<file path="src/rtl/itag_pkg.sv">
package itag_pkg;
  typedef logic [1:0] tag_t;
  localparam tag_t TAG_NONE = 2'b00;
  localparam int   HI_BIT   = 1;
  localparam int   LO_BIT   = 0;

  function automatic tag_t pins_to_tag(input logic hi_n, input logic lo_n);
    tag_t t;
    t         = TAG_NONE;
    t[HI_BIT] = ~hi_n;
    t[LO_BIT] = ~lo_n;
    return t;
  endfunction
endpackage

</file>
<file path="src/rtl/itag_sampler.sv">
module itag_sampler
  import itag_pkg::*;
(
  input  logic clk,
  input  logic rst,
  input  logic ext_clk,
  input  logic tag_hi_n,
  input  logic tag_lo_n,
  input  logic emul_mode,
  input  logic take,
  output tag_t cur_tag
);
  logic ext_q;
  logic ext_rise;
  logic sample_vld;
  tag_t pin_tag;
  tag_t pending;

  assign ext_rise   = ext_clk & ~ext_q;
  assign pin_tag    = pins_to_tag(tag_hi_n, tag_lo_n);
  assign sample_vld = ext_rise & emul_mode & (pin_tag != TAG_NONE);
  assign cur_tag    = sample_vld ? pin_tag : pending;

  always_ff @(posedge clk) begin
    if (rst) begin
      ext_q   <= 1'b1;
      pending <= TAG_NONE;
    end else begin
      ext_q <= ext_clk;
      if (take) pending <= TAG_NONE;
      else if (sample_vld) pending <= pin_tag;
    end
  end

  p_no_capture_outside_emul_r3: assert property (@(posedge clk) disable iff (rst)
    (!emul_mode && !take) |=> $stable(pending));

  p_level_not_edge_r1: assert property (@(posedge clk) disable iff (rst)
    (!(ext_clk && !ext_q) && !take) |=> $stable(pending));

  p_both_pins_r2: assert property (@(posedge clk) disable iff (rst)
    (ext_rise && emul_mode && !take && !tag_hi_n && !tag_lo_n) |=> (pending == 2'b11));
endmodule

</file>
<file path="src/rtl/itag_queue.sv">
module itag_queue
  import itag_pkg::*;
#(
  parameter int DEPTH = 4
) (
  input  logic clk,
  input  logic rst,
  input  logic push,
  input  tag_t push_tag,
  input  logic pop,
  input  logic flush,
  output tag_t head_tag,
  output logic pop_ok,
  output logic push_ok
);
  localparam int PW = (DEPTH > 1) ? $clog2(DEPTH) : 1;
  localparam int CW = $clog2(DEPTH + 1);

  tag_t          mem [DEPTH];
  logic [PW-1:0] wr_ptr;
  logic [PW-1:0] rd_ptr;
  logic [CW-1:0] count;
  logic          empty;
  logic          full;

  function automatic logic [PW-1:0] ptr_inc(input logic [PW-1:0] p);
    return (p == PW'(DEPTH - 1)) ? '0 : p + 1'b1;
  endfunction

  assign empty    = (count == '0);
  assign full     = (count == CW'(DEPTH));
  assign pop_ok   = pop & ~empty & ~flush;
  assign push_ok  = push & ~flush & (~full | pop_ok);
  assign head_tag = mem[rd_ptr];

  always_ff @(posedge clk) begin
    if (push_ok) mem[wr_ptr] <= push_tag;
  end

  always_ff @(posedge clk) begin
    if (rst || flush) begin
      wr_ptr <= '0;
      rd_ptr <= '0;
      count  <= '0;
    end else begin
      if (push_ok) wr_ptr <= ptr_inc(wr_ptr);
      if (pop_ok)  rd_ptr <= ptr_inc(rd_ptr);
      case ({push_ok, pop_ok})
        2'b10:   count <= count + 1'b1;
        2'b01:   count <= count - 1'b1;
        default: count <= count;
      endcase
    end
  end

  p_count_bound_r11: assert property (@(posedge clk) disable iff (rst)
    count <= CW'(DEPTH));

  p_flush_empties_r8: assert property (@(posedge clk) disable iff (rst)
    flush |=> (count == '0));
endmodule

</file>
<file path="src/rtl/itag_hit.sv">
module itag_hit
  import itag_pkg::*;
(
  input  logic clk,
  input  logic rst,
  input  logic pop_ok,
  input  tag_t head_tag,
  input  tag_t exec_sel,
  output logic tag_hit,
  output logic hit_hi,
  output logic hit_lo
);
  tag_t match;

  assign match = pop_ok ? (head_tag & exec_sel) : TAG_NONE;

  always_ff @(posedge clk) begin
    if (rst) begin
      tag_hit <= 1'b0;
      hit_hi  <= 1'b0;
      hit_lo  <= 1'b0;
    end else begin
      tag_hit <= |match;
      hit_hi  <= match[HI_BIT];
      hit_lo  <= match[LO_BIT];
    end
  end
endmodule

</file>
<file path="src/rtl/itag_capture.sv">
module itag_capture
  import itag_pkg::*;
#(
  parameter int QDEPTH = 4
) (
  input  logic       clk,
  input  logic       rst,
  input  logic       ext_clk,
  input  logic       tag_hi_n,
  input  logic       tag_lo_n,
  input  logic       emul_mode,
  input  logic       fetch_valid,
  input  logic       fetch_cop,
  input  logic       q_advance,
  input  logic       q_flush,
  input  logic [1:0] exec_sel,
  output logic       tag_hit,
  output logic       hit_hi,
  output logic       hit_lo
);
  tag_t cur_tag;
  tag_t head_tag;
  logic cpu_fetch;
  logic push_ok;
  logic pop_ok;

  assign cpu_fetch = fetch_valid & ~fetch_cop;

  itag_sampler u_sampler (
    .clk      (clk),
    .rst      (rst),
    .ext_clk  (ext_clk),
    .tag_hi_n (tag_hi_n),
    .tag_lo_n (tag_lo_n),
    .emul_mode(emul_mode),
    .take     (push_ok),
    .cur_tag  (cur_tag)
  );

  itag_queue #(.DEPTH(QDEPTH)) u_queue (
    .clk     (clk),
    .rst     (rst),
    .push    (cpu_fetch),
    .push_tag(cur_tag),
    .pop     (q_advance),
    .flush   (q_flush),
    .head_tag(head_tag),
    .pop_ok  (pop_ok),
    .push_ok (push_ok)
  );

  itag_hit u_hit (
    .clk     (clk),
    .rst     (rst),
    .pop_ok  (pop_ok),
    .head_tag(head_tag),
    .exec_sel(exec_sel),
    .tag_hit (tag_hit),
    .hit_hi  (hit_hi),
    .hit_lo  (hit_lo)
  );

  p_hit_needs_advance_r7: assert property (@(posedge clk) disable iff (rst)
    tag_hit |-> $past(q_advance && !q_flush));

  p_hit_has_byte_r9: assert property (@(posedge clk) disable iff (rst)
    tag_hit |-> (hit_hi || hit_lo));

  p_reset_clears_r10: assert property (@(posedge clk)
    rst |=> (!tag_hit && !hit_hi && !hit_lo));
endmodule

</file>
<file path="config.mk">
export PLATFORM = sky130hd
export DESIGN_NAME = itag_capture
export DESIGN_NICKNAME = d
export VERILOG_FILES = /design/src/rtl/itag_pkg.sv /design/src/rtl/itag_sampler.sv /design/src/rtl/itag_queue.sv /design/src/rtl/itag_hit.sv /design/src/rtl/itag_capture.sv
export SDC_FILE = /design/constraint.sdc
export NUM_CORES = 1
export LEC_CHECK = 0
export BUFFER_PORTS_ARGS = -buffer_cell sky130_fd_sc_hd__buf_2
export CAP_MARGIN = 15
export CORE_MARGIN = 2
export CORE_UTILIZATION = 50
export CTS_BUF_LIST = sky130_fd_sc_hd__clkbuf_4
export CTS_CLUSTER_SIZE = 12
export DETAILED_ROUTE_END_ITERATION = 8
export PLACE_DENSITY = 0.71
export SYNTH_ARGS = -nofsm -noshare
export SYNTH_HDL_FRONTEND = slang
export SYNTH_SLANG_ARGS = --single-unit
</file>
<file path="constraint.sdc">
create_clock -name clk -period 3.25 [get_ports clk]
set_input_delay 0.65 -clock clk [delete_from_list [all_inputs] [get_ports clk]]
set_output_delay 0.65 -clock clk [all_outputs]
set_load 0.01 [all_outputs]
</file>
==> results of run 1 <==
[cell families (layout without fill, tap and decap cells)]
group	Yosys count	in the layout	share of synthesized area
buffers and inverters	5	21	0.0186
AND/OR/NAND/NOR	32	32	0.193
XOR/XNOR	2	2	0.0174
flip-flops	23	23	0.535
multiplexers	6	6	0.0595
adder cells (fa/ha/maj)	7	7	0.0942
AO/OA/AOI/OAI	14	14	0.0818
[layout make-up]
type,count,area share
Sequential cell,23,0.477
Multi-Input combinational cell,61,0.397
Timing Repair Buffer,14,0.0618
Tap cell,27,0.0298
Clock buffer,3,0.0199
Inverter,3,0.00993
Clock inverter,1,0.00442
[power breakdown]
part / switching [W] / total (W) / internal (W)
Clock: 0.0000810 / 0.000127 / 0.0000460
Combinational: 0.0000126 / 0.0000245 / 0.0000119
Sequential: 0.00000164 / 0.000301 / 0.000300
[flip-flops by register name (all words and copies together), names as in the netlist, named ones only]
signal             count
u_queue.rd_ptr         2
u_sampler.ext_q        1
u_sampler.pending      2
u_hit.tag_hit          1
u_hit.hit_lo           1
u_queue.mem            8
u_queue.wr_ptr         2
u_hit.hit_hi           1
u_queue.count          3
[synthesized netlist by cell type (all sizes together) (2+ instances only)]
| cell | n | share of area |
|---|---|---|
| dfxtp | 15 | 0.30 |
| nor2 | 6 | 0.022 |
| or3b | 2 | 0.020 |
| and2 | 6 | 0.037 |
| nand2b | 2 | 0.012 |
| a211oi | 2 | 0.015 |
| a21oi | 4 | 0.020 |
| nand2 | 8 | 0.030 |
| ha | 6 | 0.074 |
| o21ai | 4 | 0.020 |
| edfxtp | 8 | 0.24 |
| inv | 3 | 0.011 |
| o22ai | 2 | 0.012 |
| or2 | 2 | 0.012 |
| clkbuf | 2 | 0.0074 |
| nand4bb | 2 | 0.022 |
| or4 | 2 | 0.016 |
| mux2i | 6 | 0.059 |
[worst max-delay path: stages]
cell,delay [ps]
buf_2,130
or3b_4,410
nor2_1,290
inv_1,90
ha_1,240
fa_1,390
xnor2_1,140
or3_1,300
a21oi_1,130
[metrics by stage]
stage	power (W)	hold slack, ps
2_1_floorplan	0.000321	444
3_3_place_gp	0.000332	469
3_5_place_dp	0.000332	474
4_1_cts	0.000456	491
5_1_grt	0.000472	508
6_report	0.000453	493
[path summary, 6_finish.rpt]
kind / depth (start not counted) / from / to / slack (ps)
max: 9 / q_flush / u_queue.count[2] / 730
min: 2 / u_sampler.pending[1] / u_sampler.pending[1] / 490
max reg2reg: 7 / u_queue.count[0] / u_queue.count[2] / 1040
min reg2reg: 2 / u_sampler.pending[1] / u_sampler.pending[1] / 490
[metal layers]
| metal | vias up | share of wire |
|---|---|---|
| met2 | 14 | 0.49 |
| met1 | 295 | 0.47 |
| met5 | - | 0 |
| li1 | 346 | - |
| met4 | 0 | 0.016 |
| met3 | 2 | 0.030 |
==> out/results.ini, run 1 <==
[run_status]
outcome = finished, final reports clean

[worst_setup_path]
worst-setup-path-type = in2reg
end_kind = flip-flop
crit_path_start_kind = primary input
arrival_ps = 2780
required_ps = 3510
cp_max_fo = 7

[drt]
routed_wl_um = 1420
final_antenna_net_count = 0
drtPass1Iterations = 4
drc = 0
num_vias = 657
drt_iter0_drc = 7
wl_per_cell_um = 10.7
vias_per_cell = 4.98

[clocking]
clock_sinks = 23
cts-root-buf = clkbuf_4
cts_max_level = 1
clock_path_buffers = 2
clkTransAtPathRegs_ps = 130
cts_inserted_buffers = 3
clock_latency_ps = 310
cts_tree = done
ctsResizeCount = 0
hold_buffers = 0
cts_setup_buffers = 0

[floorplanning]
fp-row-count = 16
die_y_um = 48.9
fp.dieW_um = 48.9
initial_core_util = 0.520
io_pins = 15
core_mm2 = 0.00194
die_area_mm2 = 0.00240

[final_layout]
syn_to_final_growth_pct = 12.3
stdcell_count = 132
fillers = 171
seq_area_um2 = 541
final_common_cell = dfxtp_1
drive_gt1_frac = 0.219
postLayoutCoreUtil = 0.584
final_cell_mix = dfxtp_1 (15), buf_2 (14), nand2_1 (8), edfxtp_1 (8)
multi_input_area_um2 = 450
nets = 125
antenna_cells = 0
final_area_mm2 = 0.00113

[yosys]
yosys_most_used_dff = dfxtp_1
seq_area_frac_synth = 0.535
yosys_warnings = 0
syn_nets = 108
synth_edf_count = 8
ys_types = 27
syn_avg_cell_area_um2 = 11.3
synth_area_mm2 = 0.00101
synthArstFlopShare = 0
synthCells = 89
synth_seq_cells = 23

[grt]
grt.overflow.total = 0
grt_pass1_vias = 657
grt_use_met3 = 0.0368
grt.total_usage = 0.140
antenna_found_initial = 0
use_met1 = 0.155
grt-busiest-layer = met2
grt_pass1_wl_um = 2580
grt_max_degree = 14
grtUsageMet2 = 0.253

[placed_design]
place_ws_ps = 408
place_congestion = 0.687
placed_cell_area_mm2 = 0.00111
portBuffers = 14
dp_cells = 128
dpl.hpwl_um = 1140

[sta]
totalNegativeSetupSlack_ps = 0
rsz0062_at_grt = no
fin_worst_skew_ps = 16.6
hold_viol = 0
finalCriticalPeriod_ps = 2520
period_share = 0.775
finalSetupViolations = 0
max_slew_margin = 0.729
max_freq_mhz = 397
worstMarginPinSlew_ps = 403
slew_violations = 0
setup_ws_ps = 732

[worst_hold_path]
hp-class = reg2reg

[pwr]
leakagePower_nw = 0.441
p_per_area_mw_per_mm2 = 399
ir_drop_mv = 0.260

[flow_run]
maxCapViolCount = 0

(Power assumes the default switching activity.)
==> run 2, diff against run 1 <==
--- a/config.mk
+++ b/config.mk
@@ -12,7 +12,7 @@
 export CTS_BUF_LIST = sky130_fd_sc_hd__clkbuf_4
 export CTS_CLUSTER_SIZE = 12
 export DETAILED_ROUTE_END_ITERATION = 8
-export PLACE_DENSITY = 0.71
+export PLACE_DENSITY = 0.74
 export SYNTH_ARGS = -nofsm -noshare
 export SYNTH_HDL_FRONTEND = slang
 export SYNTH_SLANG_ARGS = --single-unit
==> constraint.sdc (replaced) <==
create_clock -name clk -period 2 [get_ports clk]
set_input_delay 0.4 -clock clk [delete_from_list [all_inputs] [get_ports clk]]
set_output_delay 0.4 -clock clk [all_outputs]
set_load 0.01 [all_outputs]
==> run 2 against run 1 <==
  * Critical path depth unchanged
  * Via count up 9.0%
  * Non-clock buffer count up 8
  * Flip-flop and latch count unchanged
  * Critical path type unchanged
==> out/results.ini, run 2 (same netlist as run 1, synthesis figures left out) <==
[floorplanning]
io_pins = 15  ; unchanged
core_mm2 = 0.00194  ; unchanged
fp.dieW_um = 48.9  ; unchanged
die_y_um = 48.9  ; unchanged
fp-row-count = 16  ; unchanged
initial_core_util = 0.520  ; unchanged
die_area_mm2 = 0.00240  ; unchanged

[clocking]
clock_latency_ps = 300  ; about the same
clkTransAtPathRegs_ps = 120  ; about the same
cts_max_level = 1  ; unchanged
cts_inserted_buffers = 3  ; unchanged
clock_sinks = 23  ; unchanged
cts-root-buf = clkbuf_4
clock_path_buffers = 2  ; unchanged
hold_buffers = 0  ; unchanged
cts_tree = done
cts_setup_buffers = 0  ; unchanged

[sta]
fin_worst_skew_ps = 8.76  ; -7.85 ps
finalSetupViolations = 0  ; unchanged
max_freq_mhz = 512
hold_viol = 0  ; unchanged
max_slew_margin = 0.744  ; +0.0157
worstMarginPinSlew_ps = 382  ; -21.1 ps
rsz0062_at_grt = yes
totalNegativeSetupSlack_ps = 0  ; unchanged
period_share = 0.976
slew_violations = 0  ; unchanged
finalCriticalPeriod_ps = 1950

[pwr]
ir_drop_mv = 0.529  ; +100%
p_per_area_mw_per_mm2 = 607  ; +52%
leakagePower_nw = 0.476  ; +7.9%

[final_layout]
largest_reg_flops = 8  ; unchanged
seq_area_um2 = 542  ; +0.23%
top_regs = u_queue.mem x8, u_queue.count x3
multi_input_area_um2 = 477  ; +5.8%
drive_gt1_frac = 0.319  ; +0.0995
nets = 133  ; +6.4%
syn_to_final_growth_pct = 20.9
final_cell_mix = dfxtp_1 (14), buf_2 (14), nand2_1 (8), buf_4 (8), edfxtp_1 (8)
postLayoutCoreUtil = 0.629  ; +0.0451
fillers = 168  ; -1.8%
top_register = u_queue.mem
antenna_cells = 0  ; unchanged

[drt]
vias_per_cell = 5.11  ; +2.8%
wl_per_cell_um = 11.6  ; +8.1%
drtPass1Iterations = 4  ; unchanged
drc = 0  ; unchanged
routed_wl_um = 1630  ; +15%
final_antenna_net_count = 0  ; unchanged
drt_iter0_drc = 10  ; +3
num_vias = 716  ; +9.0%

[grt]
grt_max_degree = 14  ; unchanged
grt.total_usage = 0.158  ; +0.0183
grt_pass1_wl_um = 2860  ; +11%
grt.overflow.total = 0  ; unchanged
grt_pass1_vias = 725  ; +10%
antenna_found_initial = 0  ; unchanged

[placed_design]
place_congestion = 0.688  ; +0.19%
dpl.hpwl_um = 1340  ; +18%
portBuffers = 14  ; unchanged

[worst_setup_path]
worst-setup-path-type = in2reg
slowest_stage = or3b_4
cp_max_fo = 2  ; -5
slowest_delay_ps = 410  ; about the same
required_ps = 2250  ; -1260 ps
critPathBufInv = 2  ; unchanged
arrival_ps = 2200  ; -580 ps
r2r_start = u_queue.count[2]
cp_top_family = simple AND/OR/NAND/NOR gates
crit_path_start_kind = primary input
end_kind = flip-flop
path_cells = buf_2 -> or3b_4 -> nor2_4 -> inv_1 -> ha_2 -> fa_2 -> xnor2_1 -> or3_1 -> a21oi_1
crit_start = q_flush

[worst_hold_path]
hp-class = in2reg
min-delay-start = ext_clk

[run_status]
outcome = finished, final reports clean

[flow_run]
maxCapViolCount = 0  ; unchanged

[run 2: worst paths after layout]
check | end | slack (ps) | cells past startpoint
hold reg to reg | u_sampler.pending[0] | 490 | 2
setup reg to reg | u_queue.count[2] | 120 | 7
hold / removal | u_sampler.ext_q | 310 | 2
setup / recovery | u_queue.count[2] | 50 | 9
[run 2: worst register-to-register path, delay by kind of cell, from the launching register on]
family	cells	cell delay (ps)
adders and majority gates	2	520
and+or+nand+nor	2	410
AOI/OAI and AO/OA	2	380
DFF	1	370
xor gates and xnor gates	1	150
[run 2: power by group]
part,leakage (nW),switching (W),internal [W],total (W)
Sequential,0.190,0.00000264,0.000487,0.000489
Combinational,0.268,0.0000236,0.0000255,0.0000491
Clock,0.0177,0.000128,0.0000746,0.000203
Total,0.476,0.000155,0.000587,0.000741
[run 2: timing repair]
item | in CTS | in global routing
endpoints found under the setup margin | 0 | 1
resized for setup | 0 | 3
hold endpoints to repair | 0 | 0
[run 2: area by class of cell]
class / instances / share of cell area
inverter: 3 / 0.00922
sequential: 23 / 0.444
tap: 27 / 0.0277
multi-input combinational: 61 / 0.390
timing repair buffer: 22 / 0.107
clock inverter: 1 / 0.00410
clock buffer: 3 / 0.0184
[run 2: stage by stage]
| step | area (µm²) | hold slack, ps | worst slack, ps | total power (W) | std cells |
|---|---|---|---|---|---|
| 2_1_floorplan | 1020 | 444 | -147 | 0.000523 | 89 |
| 3_3_place_gp | 1180 | 458 | -206 | 0.000546 | 136 |
| 3_5_place_dp | 1180 | 466 | -296 | 0.000548 | 136 |
| 4_1_cts | 1210 | 300 | 10.9 | 0.000752 | 140 |
| 5_1_grt | 1220 | 309 | 0.558 | 0.000775 | 140 |
| 6_report | 1220 | 315 | 48.3 | 0.000741 | 140 |
[run 2: routing by layer]
metal / track usage / part of all wire / vias to the layer above / wire (µm)
li1: - / - / 366 / -
met1: 0.166 / 0.41 / 339 / 671
met2: 0.290 / 0.55 / 9 / 895
met3: 0.0368 / 0.029 / 2 / 47
met4: 0.0857 / 0.0074 / 0 / 12
met5: 0 / 0 / - / 0
==> run 3, diff against run 2 <==
==> constraint.sdc (replaced) <==
create_clock -name clk -period 2 [get_ports clk]
set_input_delay 0.2 -clock clk [delete_from_list [all_inputs] [get_ports clk]]
set_output_delay 0.2 -clock clk [all_outputs]
set_load 0.01 [all_outputs]
==> run 3 against run 2 <==
  * Total power grew 0.28%
  * Flip-flop and latch count is the same
  * Sequential power hardly changed
  * Non-clock buffer count up 1
  * Worst setup slack better by 53 ps
  * Critical endpoint unchanged
  * Clock skew down 1.8 ps
  * Sequential share of layout area decreased by 0.45 points
  * Maximum frequency is 2.8% higher
==> out/results.ini, run 3 (same netlist as run 1, synthesis figures left out) <==
[placed_design]
dpl.hpwl_um = 1370  ; +2.3%
placed_cell_area_mm2 = 0.00118  ; +0.21%
place_congestion = 0.700  ; +1.8%
portBuffers = 14  ; unchanged
dp_cells = 136  ; unchanged

[floorplanning]
io_pins = 15  ; unchanged
die_y_um = 48.9  ; unchanged
fp-row-count = 16  ; unchanged
die_area_mm2 = 0.00240  ; unchanged
fp.dieW_um = 48.9  ; unchanged
core_mm2 = 0.00194  ; unchanged
initial_core_util = 0.520  ; unchanged

[drt]
wl_per_cell_um = 12.1  ; +4.2%
drc = 0  ; unchanged
drtPass1Iterations = 4  ; unchanged
num_vias = 715  ; -0.14%
final_antenna_net_count = 0  ; unchanged
routed_wl_um = 1710  ; +4.9%
drt_iter0_drc = 5  ; -5
vias_per_cell = 5.07  ; -0.85%

[final_layout]
stdcell_count = 141  ; +0.71%
antenna_cells = 0  ; unchanged
multi_input_area_um2 = 488  ; +2.4%
top_regs = u_queue.mem x8, u_queue.count x3
final_common_cell = buf_2
drive_gt1_frac = 0.351  ; +0.0323
nets = 134  ; +0.75%
top_register = u_queue.mem
syn_to_final_growth_pct = 23.3
seq_area_um2 = 547  ; +0.92%
final_area_mm2 = 0.00124  ; +1.9%
largest_reg_flops = 8  ; unchanged
final_cell_mix = buf_2 (14), dfxtp_1 (12), buf_4 (9)
fillers = 150  ; -11%

[clocking]
cts_max_level = 1  ; unchanged
cts_tree = done
clock_latency_ps = 300  ; about the same
cts_inserted_buffers = 3  ; unchanged
clkTransAtPathRegs_ps = 120  ; about the same
cts-root-buf = clkbuf_4
clock_path_buffers = 2  ; unchanged
clock_sinks = 23  ; unchanged

[grt]
grt.total_usage = 0.159  ; +0.000346
grt-busiest-layer = met2
grt.overflow.total = 0  ; unchanged
antenna_found_initial = 0  ; unchanged
use_met1 = 0.171  ; +0.00497
grt_max_degree = 14  ; unchanged
grt_pass1_wl_um = 2930  ; +2.2%
grtUsageMet2 = 0.301  ; +0.0114
grt_pass1_vias = 755  ; +4.1%
grt_use_met3 = 0.0337  ; -0.00307

[pwr]
leakagePower_nw = 0.483  ; +1.4%
p_per_area_mw_per_mm2 = 597  ; -1.6%
p_total_w = 0.000743  ; +0.28%
ir_drop_mv = 0.305  ; -42%

[worst_setup_path]
cp_top_family = adder cells
crit_path_start_kind = flip-flop
slowest_stage = dfxtp_4
slowest_delay_ps = 380  ; -30 ps
critPathBufInv = 0  ; -2
cp_max_fo = 3  ; +1
worst-setup-path-type = reg2reg
end_kind = flip-flop
path_cells = o31ai_4 -> nor2_2 -> ha_2 -> fa_2 -> xnor2_1 -> or3_1 -> a21oi_1
required_ps = 2240  ; about the same
arrival_ps = 2140  ; -60 ps

[sta]
finalSetupViolations = 0  ; unchanged
slew_violations = 0  ; unchanged
max_slew_margin = 0.806  ; +0.0620
finalCriticalPeriod_ps = 1900  ; -53.0 ps
worstMarginPinSlew_ps = 289  ; -93.2 ps
hold_viol = 0  ; unchanged
fin_worst_skew_ps = 7.00  ; -1.77 ps
max_freq_mhz = 527  ; +2.8%
period_share = 0.949  ; -0.0265
hold_ws_ps = 117  ; -198 ps

[flow_run]
maxCapViolCount = 0  ; unchanged

[run_status]
outcome = finished, final reports clean

[worst_hold_path]
hp-class = in2reg

-- run 3: layout make-up --
type / count / area share
repair buffers: 23 / 0.111
multi-input cells: 61 / 0.392
flip-flops and latches: 23 / 0.439
clock buffers: 3 / 0.0181
well taps: 27 / 0.0271
clock inverters: 1 / 0.00402
inverters: 3 / 0.00905
-- run 3: final timing paths --
path / start / cells past startpoint / end / slack [ps]
hold reg to reg: u_sampler.pending[0] / 2 / u_sampler.pending[0] / 480
setup / recovery: u_queue.count[0] / 7 / u_queue.count[2] / 100
setup reg to reg: u_queue.count[0] / 7 / u_queue.count[2] / 100
hold / removal: ext_clk / 2 / u_sampler.ext_q / 120
-- run 3: through the flow --
step | setup TNS, ps | util | setup slack [ps]
after floorplan | 0 | - | 10.2
after detailed placement | -150 | 0.608 | -150
after global routing | -19.0 | 0.641 | -19.0
after global placement | -49.0 | 0.608 | -49.0
final | 0 | 0.641 | 101
after CTS | 0 | 0.628 | 24.3
-- run 3: layer usage --
metal	routed length (µm)	vias to the layer above
met4	14	0
met5	0	-
li1	-	367
met2	932	9
met3	49	2
met1	709	337
-- run 3: where the power goes --
part | total (W) | switching [W] | leakage (nW) | internal [W]
registers | 0.000488 | 0.00000264 | 0.192 | 0.000486
logic | 0.0000512 | 0.0000249 | 0.273 | 0.0000264
clock network | 0.000204 | 0.000129 | 0.0177 | 0.0000743
total | 0.000743 | 0.000157 | 0.483 | 0.000587
-- run 3: repair_timing --
action,in CTS,in global routing
hold buffers,0,0
endpoints found under the hold margin,0,0
pin swaps,0,2
resized for setup,2,6
setup endpoints to repair,1,1
setup buffers,0,1
